`src/rtl/dpoll_pkg.sv`:
```
package dpoll_pkg;
  typedef struct packed {
    logic dq7;
    logic trust;
    logic stat;
  } dpoll_rsp_t;
endpackage

```
`src/rtl/dpoll_secdec.sv`:
```
module dpoll_secdec #(
  parameter int AW   = 16,
  parameter int NSEC = 8
) (
  input  logic [AW-1:0]   addr,
  output logic [NSEC-1:0] onehot
);
  localparam int SW = $clog2(NSEC);

  logic [SW-1:0] idx;
  assign idx = addr[AW-1 -: SW];

  for (genvar g = 0; g < NSEC; g++) begin : g_sec
    assign onehot[g] = (idx == SW'(g));
  end
endmodule

```
`src/rtl/dpoll_tracker.sv`:
```
module dpoll_tracker #(
  parameter int AW     = 16,
  parameter int NSEC   = 8,
  parameter int EP_CYC = 10000,
  parameter int PP_CYC = 100
) (
  input  logic            clk,
  input  logic            rst_n,
  input  logic            op_start,
  input  logic            op_erase,
  input  logic [AW-1:0]   op_addr,
  input  logic            op_bit7,
  input  logic            op_in_prot,
  input  logic [NSEC-1:0] erase_sel,
  input  logic [NSEC-1:0] sect_prot,
  input  logic            eng_busy,
  input  logic            ers_susp,
  output logic            prog_ctx,
  output logic [AW-1:0]   p_addr,
  output logic            p_bit7,
  output logic            ers_ctx,
  output logic            ers_run,
  output logic [NSEC-1:0] ers_mask
);
  localparam int EPW = $clog2(EP_CYC + 1);
  localparam int PPW = $clog2(PP_CYC + 1);

  logic           busy_q;
  logic           prog_run;
  logic [EPW-1:0] ep_cnt;
  logic [PPW-1:0] pp_cnt;
  logic [NSEC-1:0] eff;
  logic           busy_fall;

  assign eff       = erase_sel & ~sect_prot;
  assign busy_fall = busy_q & ~eng_busy;

  always_ff @(posedge clk) begin
    if (!rst_n) begin
      busy_q   <= 1'b0;
      prog_run <= 1'b0;
      ers_run  <= 1'b0;
      ep_cnt   <= '0;
      pp_cnt   <= '0;
      p_addr   <= '0;
      p_bit7   <= 1'b0;
      ers_mask <= '0;
    end else begin
      busy_q <= eng_busy;
      if (pp_cnt != '0) pp_cnt <= pp_cnt - 1'b1;
      if (ep_cnt != '0) ep_cnt <= ep_cnt - 1'b1;
      // a busy fall ends the foreground program first; erase only when not suspended
      if (busy_fall) begin
        if (prog_run) prog_run <= 1'b0;
        else if (ers_run && !ers_susp) ers_run <= 1'b0;
      end
      if (op_start) begin
        if (op_erase) begin
          if (eff == '0) begin
            ers_mask <= erase_sel;
            ers_run  <= 1'b0;
            ep_cnt   <= EPW'(EP_CYC);
          end else begin
            ers_mask <= eff;
            ers_run  <= 1'b1;
            ep_cnt   <= '0;
          end
        end else begin
          p_addr <= op_addr;
          p_bit7 <= op_bit7;
          if (op_in_prot) begin
            prog_run <= 1'b0;
            pp_cnt   <= PPW'(PP_CYC);
          end else begin
            prog_run <= 1'b1;
            pp_cnt   <= '0;
          end
        end
      end
    end
  end

  assign prog_ctx = prog_run | (pp_cnt != '0);
  assign ers_ctx  = ers_run | (ep_cnt != '0);
endmodule

```
`src/rtl/dpoll_rspreg.sv`:
```
module dpoll_rspreg
  import dpoll_pkg::*;
(
  input  logic       clk,
  input  logic       rst_n,
  input  logic       rd_valid,
  output logic       rd_ready,
  input  dpoll_rsp_t nxt,
  output logic       rsp_valid,
  input  logic       rsp_ready,
  output dpoll_rsp_t rsp
);
  assign rd_ready = !rsp_valid || rsp_ready;

  always_ff @(posedge clk) begin
    if (!rst_n) begin
      rsp_valid <= 1'b0;
      rsp       <= '0;
    end else if (rd_ready) begin
      rsp_valid <= rd_valid;
      if (rd_valid) rsp <= nxt;
    end
  end
endmodule

```
`src/rtl/dpoll_status.sv`:
```
module dpoll_status
  import dpoll_pkg::*;
#(
  parameter int AW            = 16,
  parameter int NSEC          = 8,
  parameter int CLK_MHZ       = 100,
  parameter int ERASE_PROT_US = 100,
  parameter int PROG_PROT_US  = 1
) (
  input  logic            clk,
  input  logic            rst_n,
  input  logic            op_start,
  input  logic            op_erase,
  input  logic [AW-1:0]   op_addr,
  input  logic            op_bit7,
  input  logic [NSEC-1:0] erase_sel,
  input  logic [NSEC-1:0] sect_prot,
  input  logic            eng_busy,
  input  logic            ers_susp,
  input  logic            rd_valid,
  output logic            rd_ready,
  input  logic [AW-1:0]   rd_addr,
  input  logic            arr_bit7,
  output logic            rsp_valid,
  input  logic            rsp_ready,
  output logic            rsp_dq7,
  output logic            rsp_trust,
  output logic            rsp_stat
);
  localparam int EP_CYC = CLK_MHZ * ERASE_PROT_US;
  localparam int PP_CYC = CLK_MHZ * PROG_PROT_US;

  logic [NSEC-1:0] rd_sec, op_sec, ers_mask;
  logic            prog_ctx, p_bit7, ers_ctx, ers_run;
  logic [AW-1:0]   p_addr;
  dpoll_rsp_t      nxt, rsp;

  dpoll_secdec #(.AW(AW), .NSEC(NSEC)) u_rdsec (.addr(rd_addr), .onehot(rd_sec));
  dpoll_secdec #(.AW(AW), .NSEC(NSEC)) u_opsec (.addr(op_addr), .onehot(op_sec));

  dpoll_tracker #(.AW(AW), .NSEC(NSEC), .EP_CYC(EP_CYC), .PP_CYC(PP_CYC)) u_trk (
    .clk(clk), .rst_n(rst_n), .op_start(op_start), .op_erase(op_erase),
    .op_addr(op_addr), .op_bit7(op_bit7), .op_in_prot(|(op_sec & sect_prot)),
    .erase_sel(erase_sel), .sect_prot(sect_prot), .eng_busy(eng_busy),
    .ers_susp(ers_susp), .prog_ctx(prog_ctx), .p_addr(p_addr), .p_bit7(p_bit7),
    .ers_ctx(ers_ctx), .ers_run(ers_run), .ers_mask(ers_mask)
  );

  // program status outranks erase status (program inside erase suspend)
  always_comb begin
    if (prog_ctx) begin
      nxt.dq7   = ~p_bit7;
      nxt.trust = (rd_addr == p_addr);
      nxt.stat  = 1'b1;
    end else if (ers_ctx) begin
      nxt.dq7   = ers_run & ers_susp;
      nxt.trust = |(rd_sec & ers_mask);
      nxt.stat  = 1'b1;
    end else begin
      nxt.dq7   = arr_bit7;
      nxt.trust = 1'b1;
      nxt.stat  = 1'b0;
    end
  end

  dpoll_rspreg u_rsp (
    .clk(clk), .rst_n(rst_n), .rd_valid(rd_valid), .rd_ready(rd_ready),
    .nxt(nxt), .rsp_valid(rsp_valid), .rsp_ready(rsp_ready), .rsp(rsp)
  );

  assign rsp_dq7   = rsp.dq7;
  assign rsp_trust = rsp.trust;
  assign rsp_stat  = rsp.stat;
endmodule

```
`config.mk`:
```
export PLATFORM = sky130hd
export DESIGN_NAME = dpoll_status
export DESIGN_NICKNAME = d
export VERILOG_FILES = /design/src/rtl/dpoll_pkg.sv /design/src/rtl/dpoll_secdec.sv /design/src/rtl/dpoll_tracker.sv /design/src/rtl/dpoll_rspreg.sv /design/src/rtl/dpoll_status.sv
export SDC_FILE = /design/constraint.sdc
export NUM_CORES = 1
export LEC_CHECK = 0
export BUFFER_PORTS_ARGS = -buffer_cell sky130_fd_sc_hd__buf_2
export CAP_MARGIN = 5
export CORE_ASPECT_RATIO = 0.7
export CORE_MARGIN = 4
export CORE_UTILIZATION = 48
export DETAILED_ROUTE_END_ITERATION = 7
export MAX_ROUTING_LAYER = met4
export PLACE_DENSITY = 0.76
export RECOVER_POWER = 50
export SYNTH_ARGS = -nofsm -noshare
export SYNTH_HDL_FRONTEND = slang
export SYNTH_SLANG_ARGS = --single-unit
```
`constraint.sdc`:
```
create_clock -name clk -period 2.29 [get_ports clk]
set_clock_uncertainty 0.15 [all_clocks]
set_input_delay 0.1145 -clock clk [delete_from_list [all_inputs] [get_ports clk]]
set_output_delay 0.1145 -clock clk [all_outputs]
set_load 0.01 [all_outputs]
```
==> results of run 1 <==
routing by layer:
metal	wire length [µm]	GRT usage, %	share of wire, %
met5	0	-	0
met2	3187	34.35	47
met3	349	4.013	5.2
met4	53	5.288	0.79
met1	3139	30.41	47
layout make-up:
type / count / area, µm² / area share (%)
clock buffers: 5 / 68.82 / 2.000
clock inverters: 2 / 35.03 / 1.018
well taps: 72 / 90.09 / 2.618
repair buffers: 102 / 674.4 / 19.60
inverters: 7 / 26.28 / 0.7636
multi-input cells: 230 / 1483 / 43.09
flip-flops and latches: 53 / 1064 / 30.91
cells by family after synthesis:
logic type      Yosys count  share of synthesized area, %
xor+xnor                 28                         9.351
flops                    53                         40.46
buf+inv                  20                         3.960
compound gates           66                         16.51
mux                       8                         4.962
fa+ha+maj                 2                        0.9540
simple gates            126                         23.81
repair_timing:
action	in CTS	in global routing
setup buffers	1	0
hold buffers	29	0
endpoints found under the setup margin	1	10
endpoints found under the hold margin	28	0
resized for setup	3	6
pin swaps	2	3
critical path, stage by stage, from the launching register on:
cell	delay [ns]
dfxtp_2	0.34
inv_2	0.06
ha_4	0.13
or4b_4	0.46
or4_4	0.50
nor3_4	0.24
nand2_1	0.08
o211a_1	0.13
Yosys cell counts, types with 2 or more instances:
master and number:
nand3_1 11, or4_1 3, a21boi_0 26, nand2b_1 11, mux2i_1 4, clkbuf_8 2, xnor2_1 23, o21a_1 2
xor2_1 5, nand4_1 4, and2_1 3, nor3_1 5, o21ai_0 14, ha_1 2, nand2_1 53, nor4_1 2
mux4_2 4, nor2_1 19, a21oi_1 13, o31ai_1 3, dfxtp_1 53, a211oi_1 3, nor3b_1 3, clkbuf_1 9
inv_1 7, o2111ai_1 2, or3_2 2
sequential cells by signal, indices dropped and copies added, names as in the netlist:
name,count
u_rsp.rsp,3
u_rsp.rsp_valid,1
u_trk.busy_q,1
u_trk.ep_cnt,14
u_trk.ers_mask,8
u_trk.ers_run,1
u_trk.p_addr,16
u_trk.p_bit7,1
u_trk.pp_cnt,7
u_trk.prog_run,1
how the worst max path moves through the flow:
stage | end | slack [ns] | cells after the start
finish | u_rsp.rsp[0]$_SDFFE_PN0P_ | 0.09 | 7
floorplan | u_trk.ep_cnt[9]$_SDFF_PN0_ | 0.07 | 7
global placement | u_rsp.rsp[0]$_SDFFE_PN0P_ | 0.09 | 7
global route | u_rsp.rsp[0]$_SDFFE_PN0P_ | -0.02 | 7
detailed placement | u_rsp.rsp[0]$_SDFFE_PN0P_ | 0.005 | 7
CTS | u_rsp.rsp[0]$_SDFFE_PN0P_ | -0.002 | 7
where the power goes:
group	total, mW	leakage (nW)	switching, mW	internal (mW)
Combinational	1.44	0.876	0.693	0.746
Sequential	1.26	0.436	0.157	1.10
Clock	0.612	0.0540	0.294	0.318
per-stage QoR:
| stage | utilization, % | hold slack (ns) | setup WS, ns | area (µm²) | cells |
|---|---|---|---|---|---|
| 3_3_place_gp | 57.52 | 0.2044 | 0.08519 | 3024 | 434 |
| 3_5_place_dp | 57.52 | 0.2222 | 0.004535 | 3024 | 434 |
| 5_1_grt | 65.45 | 0.01947 | -0.01639 | 3441 | 471 |
| 6_report | 65.45 | 0.01365 | 0.08906 | 3441 | 471 |
| 4_1_cts | 65.30 | 0.005023 | -0.002456 | 3433 | 471 |
| 2_1_floorplan | - | 0.08621 | 0.06927 | 2626 | 303 |
==> flow_summary.toml, run 1 <==
[outcome]
status = "complete, no violations"

[synth]
async_reset_ff_share_pct = 0
yosys.area.top_type = "dfxtp_1"
synth_top_area_share_pct = 40.46
ys_types = 42
synth_flop_cell = "dfxtp_1"
syn_area_per_cell_um2 = 8.655
synth_edf_count = 0
synth_nets = 363
synth_area_um2 = 2623
ys_ff_latch = 53
ys_seq_area_share_pct = 40.46
syn_inst = 303
ys_warn_count = 0
synth_area_leaders = "dfxtp_1 (40%), xnor2_1 (7.7%), nand2_1 (7.6%), a21boi_0 (7.4%), mux4_2 (3.4%)"

[floorplanning]
die_area_um2 = 6729
start_util_pct = 49.88
core_um2 = 5258
die_x_um = 96.35
die_h_um = 69.84
num_rows = 22
io_pins = 63

[detailed_routing]
vias = 2449
via_per_inst = 5.200
drt-wirelength-per-cell_um = 14.29
drt_wl_total_um = 6729
ant_nets = 0
drtIter0Drc = 119
drt-pass1-iter-count = 4
drc = 0

[cts]
clock_latency_ns = 0.30
numCtsBuffers = 5
path_clk_slew_ns = 0.09
htree_levels = 2
cts.sinks = 53
root_buffer = "clkbuf_8"
clk_path_buf_depth = 2
cts_tree = "yes"

[critical_path]
worstReg2RegStart = "u_trk.ep_cnt[1]$_SDFF_PN0_"
cp-startpoint = "u_trk.ep_cnt[1]$_SDFF_PN0_"
critical_path.startpoint_type = "register"
r2r_slack_ns = 0.09
worstSetupEndpointType = "register"
timing.rr.end = "u_rsp.rsp[0]$_SDFFE_PN0P_"
crit_fanout = 6
required_ns = 2.34
cp.arrival_ns = 2.25
path_class = "register to register"
ff2ff_path_depth = 7

[timing]
rsz0062_at_grt = "yes"
max-slew-margin-rel_pct = 48.99
hold_viol = 0
setup-violations-final = 0
worst_pin_slew_ns = 0.7651
final.min_clock_period_ns = 2.201
drv_slew = 0
fmax_ghz = 0.4544
period_share_pct = 96.11
fin_tns_setup_ns = 0

[grt]
grt_start_max_net_pins = 25
grt_overflow = 0
grt_usage_pct = 22.31
grt_pass1_vias = 2446
antenna_found_initial = 0
grt_pass1_wl_um = 11510

[min_path]
hold_depth = 2
hp-start = "rst_n"
hold_path_end = "u_trk.pp_cnt[6]$_SDFF_PN0_"
worstHoldPathType = "input pin to register"

[layout]
final_common_cell = "buf_2"
drive_gt1_share_pct = 22.31
final_cell_mix = "buf_2 (55), nand2_1 (53), dfxtp_1 (51)"
area_growth_pct = 31.20
n_fill_cell = 418
antenna_cells = 0
nets = 459

[power_and_ir_drop]
peakVddDrop_mv = 0.5550
powerDensity_nw_per_um2 = 962.6
power_mw = 3.312
power_leakage_nw = 1.365

[place]
post-dp-hpwl_um = 4829
port_buffers = 62
finalWeightedCongestion = 0.8146

[job]
cap_violations = 0
(Power assumes the default switching activity.)
==> run 2: changes to the inputs <==
--- a/config.mk
+++ b/config.mk
@@ -8,10 +8,13 @@
 export BUFFER_PORTS_ARGS = -buffer_cell sky130_fd_sc_hd__buf_2
 export CAP_MARGIN = 5
+export CELL_PAD_IN_SITES_DETAIL_PLACEMENT = 0
+export CELL_PAD_IN_SITES_GLOBAL_PLACEMENT = 1
 export CORE_ASPECT_RATIO = 0.7
 export CORE_MARGIN = 4
-export CORE_UTILIZATION = 48
+export CORE_UTILIZATION = 35
 export DETAILED_ROUTE_END_ITERATION = 7
+export GPL_TIMING_DRIVEN = 0
 export MAX_ROUTING_LAYER = met4
-export PLACE_DENSITY = 0.76
+export PLACE_DENSITY = 0.75
 export RECOVER_POWER = 50
 export SYNTH_ARGS = -nofsm -noshare
==> constraint.sdc (replaced) <==
create_clock -name clk -period 2.29 [get_ports clk]
set_clock_uncertainty 0.15 [all_clocks]
set_input_delay 0.458 -clock clk [delete_from_list [all_inputs] [get_ports clk]]
set_output_delay 0.458 -clock clk [all_outputs]
set_load 0.01 [all_outputs]
==> run 2 against run 1 <==
The run now ends with negative setup slack left; register-to-register slack lost 0.12 ns; maximum frequency fell by 5.2%; sequential power barely moved; via count is 6.4% lower; power decreased by 1.1%; final area is 6.0% lower; critical path depth is 1 higher; highest routed layer unchanged.
==> flow_summary.toml, run 2 (same netlist as run 1, synthesis figures left out) <==
[floorplanning]
io_pins = 63
die_x_um = 111.5
die_area_um2 = 8964
die_h_um = 80.42
num_rows = 26
start_util_pct = 35.99
core_um2 = 7287

[detailed_routing]
ant_nets = 0
drc = 0
via_per_inst = 4.825
drtIter0Drc = 146
drt-wirelength-per-cell_um = 13.81
vias = 2292
drt-pass1-iter-count = 5
drt_wl_total_um = 6562

[place]
post-dp-hpwl_um = 5079
dp_slack_ns = -0.05171
finalWeightedCongestion = 0.8681
dp.cells = 462
placed_cell_area_um2 = 3054
port_buffers = 61

[critical_path]
worstSetupEndpointType = "register"
cp.arrival_ns = 2.34
required_ns = 2.30
crit_fanout = 7
critical_path.startpoint_type = "register"
path_class = "register to register"

[timing]
hold_viol = 0
drv_slew = 0
setup-violations-final = 3
final.setup.worst_slack_ns = -0.03264
rsz0062_at_grt = "yes"
worst_pin_slew_ns = 0.6361
fmax_ghz = 0.4305
max-slew-margin-rel_pct = 57.14
period_share_pct = 101.4
holdWs_ns = 0.2187
final.min_clock_period_ns = 2.323

[grt]
grt_pass1_wl_um = 10930
grt_start_max_net_pins = 16
antenna_found_initial = 0
grt_usage_pct = 15.44
grt_pass1_vias = 2264
grt_overflow = 0

[layout]
drive_gt1_share_pct = 24.93
fin_area_um2 = 3236
nets = 436
antenna_cells = 0
largest_register_ffs = 16
top_regs = "u_trk.p_addr x16, u_trk.ep_cnt x14, u_trk.ers_mask x8"
area_growth_pct = 23.38
fin_cells = 475
final_common_cell = "buf_2"
regMostFlops = "u_trk.p_addr"
final_cell_mix = "buf_2 (54), nand2_1 (53), dfxtp_1 (50)"

[power_and_ir_drop]
peakVddDrop_mv = 0.4729
power_leakage_nw = 1.247
powerDensity_nw_per_um2 = 1012
power_mw = 3.274

[cts]
cts.sinks = 53
root_buffer = "clkbuf_8"
cts_tree = "yes"
clock_latency_ns = 0.31
path_clk_slew_ns = 0.09
htree_levels = 2
clk_path_buf_depth = 2
numCtsBuffers = 5

[outcome]
status = "finished with violations"
violations = "negative setup slack"

[min_path]
worstHoldPathType = "input pin to register"

[job]
cap_violations = 0
-- run 2: path summary, 6_finish.rpt --
path	from	to	slack, ns	cells after the start
setup reg to reg	u_trk.ep_cnt[1]$_SDFF_PN0_	u_trk.ep_cnt[9]$_SDFF_PN0_	-0.03	8
hold reg to reg	u_trk.ers_mask[5]$_SDFFE_PN0P_	u_trk.ers_mask[5]$_SDFFE_PN0P_	0.32	2
hold / removal	eng_busy	u_trk.busy_q$_SDFF_PN0_	0.22	2
setup / recovery	u_trk.ep_cnt[1]$_SDFF_PN0_	u_trk.ep_cnt[9]$_SDFF_PN0_	-0.03	8
-- run 2: final cells by class --
type,count,area [µm²]
Fill cell,748,4051
Multi-Input combinational cell,230,1516
Inverter,7,26.28
Tap cell,98,122.6
Buffer,13,70.07
Clock inverter,1,5.005
Timing Repair Buffer,66,334.1
Clock buffer,7,96.34
Sequential cell,53,1065
-- run 2: report_power, final --
| part | internal (mW) | switching, mW |
|---|---|---|
| clock network | 0.274 | 0.312 |
| logic | 0.712 | 0.719 |
| registers | 1.11 | 0.151 |
-- run 2: metal layers --
layer	global-route usage (%)	wire length, µm
met1	22.48	3589
met2	22.32	2726
met3	3.238	223
met4	2.552	22
met5	-	0
-- run 2: worst max-delay path, stage by stage (launching register included) --
cell and delay (ns):
dfxtp_2 0.33, inv_2 0.07, ha_4 0.13, or4b_4 0.46, or4_4 0.56, buf_6 0.16
nand3b_1 0.09, xor2_1 0.15, a21oi_1 0.08
-- run 2: stage by stage --
step           setup TNS [ns]  utilization (%)
3_5_place_dp         -0.05574            41.91
2_1_floorplan               0                -
4_1_cts              -0.01767            44.25
6_report             -0.05255            44.40
3_3_place_gp         -0.03929            41.91
5_1_grt               -0.5237            44.40
-- run 2: what timing repair did --
| action | in CTS | in global routing |
|---|---|---|
| hold buffers | 0 | 0 |
| setup buffers | 5 | 0 |
| pin swaps | 4 | 5 |
| setup endpoints to repair | 6 | 12 |
| endpoints found under the hold margin | 0 | 0 |
| resized for setup | 10 | 7 |
==> run 3: changes to the inputs <==
BUFFER_PORTS_ARGS = -buffer_cell sky130_fd_sc_hd__buf_4   (was -buffer_cell sky130_fd_sc_hd__buf_2)
==> run 3 against run 2 <==
Critical endpoint unchanged; first-iteration DRC count shrank 23%; sequential cell count did not move; worst setup slack improved by 0.023 ns; final area is 3.9% higher; core utilization increased by 1.7 points; critical path depth decreased by 1; via count increased by 2.5%; final cell count up 0.84%; power up 0.55%; die area did not move; the run still ends with negative setup slack left; sequential power hardly changed; register-to-register slack gained 0.02 ns.
==> flow_summary.toml, run 3 (same netlist as run 1, synthesis figures left out) <==
[floorplanning]
die_x_um = 111.5
num_rows = 26
start_util_pct = 35.99
die_h_um = 80.42
die_area_um2 = 8964
core_um2 = 7287
io_pins = 63

[grt]
antenna_found_initial = 0
grt_overflow = 0
grt_pass1_vias = 2290
grt_start_max_net_pins = 16
grt_pass1_wl_um = 11260
grt_usage_pct = 16.00

[critical_path]
path_class = "register to register"
ff2ff_path_depth = 7
critPathBufInv = 2
critPathMaxStageDelay_ns = 0.56
crit_family = "simple AND/OR/NAND/NOR gates"
r2r_slack_ns = -0.009
critical_path.startpoint_type = "register"
timing.rr.end = "u_trk.ep_cnt[9]$_SDFF_PN0_"
cp.arrival_ns = 2.32
path_cells = "or4_4 > buf_6 > or4_4 > buf_6 > nand3b_1 > xor2_1 > a21oi_1"
required_ns = 2.31
crit_fanout = 5
worstSetupEndpointType = "register"
worstReg2RegStart = "u_trk.ep_cnt[8]$_SDFF_PN0_"
slowest_stage = "or4_4"

[detailed_routing]
via_per_inst = 4.904
drt_wl_total_um = 6667
drc = 0
drtIter0Drc = 113
drt-wirelength-per-cell_um = 13.92
drt-pass1-iter-count = 4
vias = 2349
ant_nets = 0

[layout]
antenna_cells = 0
final_cell_mix = "buf_4 (61), nand2_1 (53), dfxtp_1 (47)"
final_common_cell = "buf_4"
nets = 440
largest_register_ffs = 16
top_regs = "u_trk.p_addr x16, u_trk.ep_cnt x14, u_trk.ers_mask x8"
fin_util_pct = 46.12
area_growth_pct = 28.15
n_fill_cell = 749
drive_gt1_share_pct = 24.93
regMostFlops = "u_trk.p_addr"

[cts]
cts.sinks = 53
htree_levels = 2
root_buffer = "clkbuf_8"
clk_path_buf_depth = 2
cts_tree = "yes"
numCtsBuffers = 5
clock_latency_ns = 0.30
postCtsHoldBufs = 0
path_clk_slew_ns = 0.10

[timing]
period_share_pct = 100.4
fmax_ghz = 0.4349
hold_viol = 0
setup-violations-final = 1
final.setup.worst_slack_ns = -0.009209
max-slew-margin-rel_pct = 58.58
holdWs_ns = 0.2174
rsz0062_at_grt = "yes"
final.min_clock_period_ns = 2.299
drv_slew = 0
worst_pin_slew_ns = 0.6165

[min_path]
hold_path_end = "u_trk.busy_q$_SDFF_PN0_"
worstHoldPathType = "input pin to register"
hp-start = "eng_busy"
hold_depth = 2

[job]
cap_violations = 0

[outcome]
violations = "negative setup slack"
status = "finished with violations"

[power_and_ir_drop]
peakVddDrop_mv = 0.4925
powerDensity_nw_per_um2 = 979.7
power_leakage_nw = 1.294

[place]
port_buffers = 61
finalWeightedCongestion = 0.8080
post-dp-hpwl_um = 5212
==> run 3: changes by cell type in the layout (fill, tap and decap cells not counted), sizes merged <==
cell	delta
buf	+3
clkinv	+1
==> run 3: routing by layer <==
metal	up-vias	track usage, %	share of wire, %
li1	1195	-	-
met1	1092	22.76	51
met2	55	23.71	42
met3	7	3.238	5.7
met4	0	3.038	0.82
met5	-	-	0
==> run 3: worst max path at each step <==
stage          depth (start not counted)                          to  slack (ns)                  startpoint
3_3_place_gp                           7  u_trk.ep_cnt[9]$_SDFF_PN0_       -0.06  u_trk.ep_cnt[6]$_SDFF_PN0_
3_5_place_dp                           7  u_trk.ep_cnt[9]$_SDFF_PN0_       -0.07  u_trk.ep_cnt[6]$_SDFF_PN0_
2_1_floorplan                          7  u_trk.ep_cnt[9]$_SDFF_PN0_        0.07  u_trk.ep_cnt[6]$_SDFF_PN0_
5_1_grt                                7  u_trk.ep_cnt[9]$_SDFF_PN0_       -0.08  u_trk.ep_cnt[8]$_SDFF_PN0_
4_1_cts                                8  u_trk.ep_cnt[9]$_SDFF_PN0_      -0.006  u_trk.ep_cnt[1]$_SDFF_PN0_
6_report                               7  u_trk.ep_cnt[9]$_SDFF_PN0_      -0.009  u_trk.ep_cnt[8]$_SDFF_PN0_
==> run 3: layout make-up <==
cell class | count | area, µm² | area share, %
inverter | 7 | 26.28 | 0.7818
timing repair buffer | 70 | 493.0 | 14.67
clock buffer | 6 | 72.57 | 2.159
multi-input combinational | 230 | 1491 | 44.38
sequential | 53 | 1071 | 31.87
tap | 98 | 122.6 | 3.649
clock inverter | 2 | 10.01 | 0.2978
buffer | 13 | 73.82 | 2.197
==> run 3: what timing repair did <==
action | CTS | global route
resized for setup | 7 | 10
pin swaps | 4 | 10
buffers inserted | 3 | 5
setup endpoints to repair | 7 | 10
gates cloned | 1 | 0
==> run 3: where the power goes <==
part           switching (mW)  total, mW  internal (mW)
Combinational           0.718       1.51          0.797
Sequential              0.146       1.26           1.11
Clock                   0.306      0.519          0.213
Total                    1.17       3.29           2.12
==> run 3: stage by stage <==
step | TNS, ns | cell area [µm²] | power (mW) | setup slack, ns | instances
2_1_floorplan | 0 | 2626 | 2.231 | 0.06927 | 303
3_3_place_gp | -0.07795 | 3207 | 2.523 | -0.06480 | 462
3_5_place_dp | -0.1335 | 3207 | 2.549 | -0.07125 | 462
4_1_cts | -0.005721 | 3333 | 3.159 | -0.005721 | 474
5_1_grt | -0.2123 | 3361 | 3.565 | -0.07713 | 479
6_report | -0.009209 | 3361 | 3.292 | -0.009209 | 479
==> run 3: worst register-to-register path: cells and delay by family, from the launching register on <==
| kind | cells | cell delay, ns |
|---|---|---|
| and+or+nand+nor | 3 | 1.17 |
| DFF | 1 | 0.33 |
| buffers and inverters | 2 | 0.30 |
| xor gates and xnor gates | 1 | 0.15 |
| AOI/OAI and AO/OA | 1 | 0.07 |
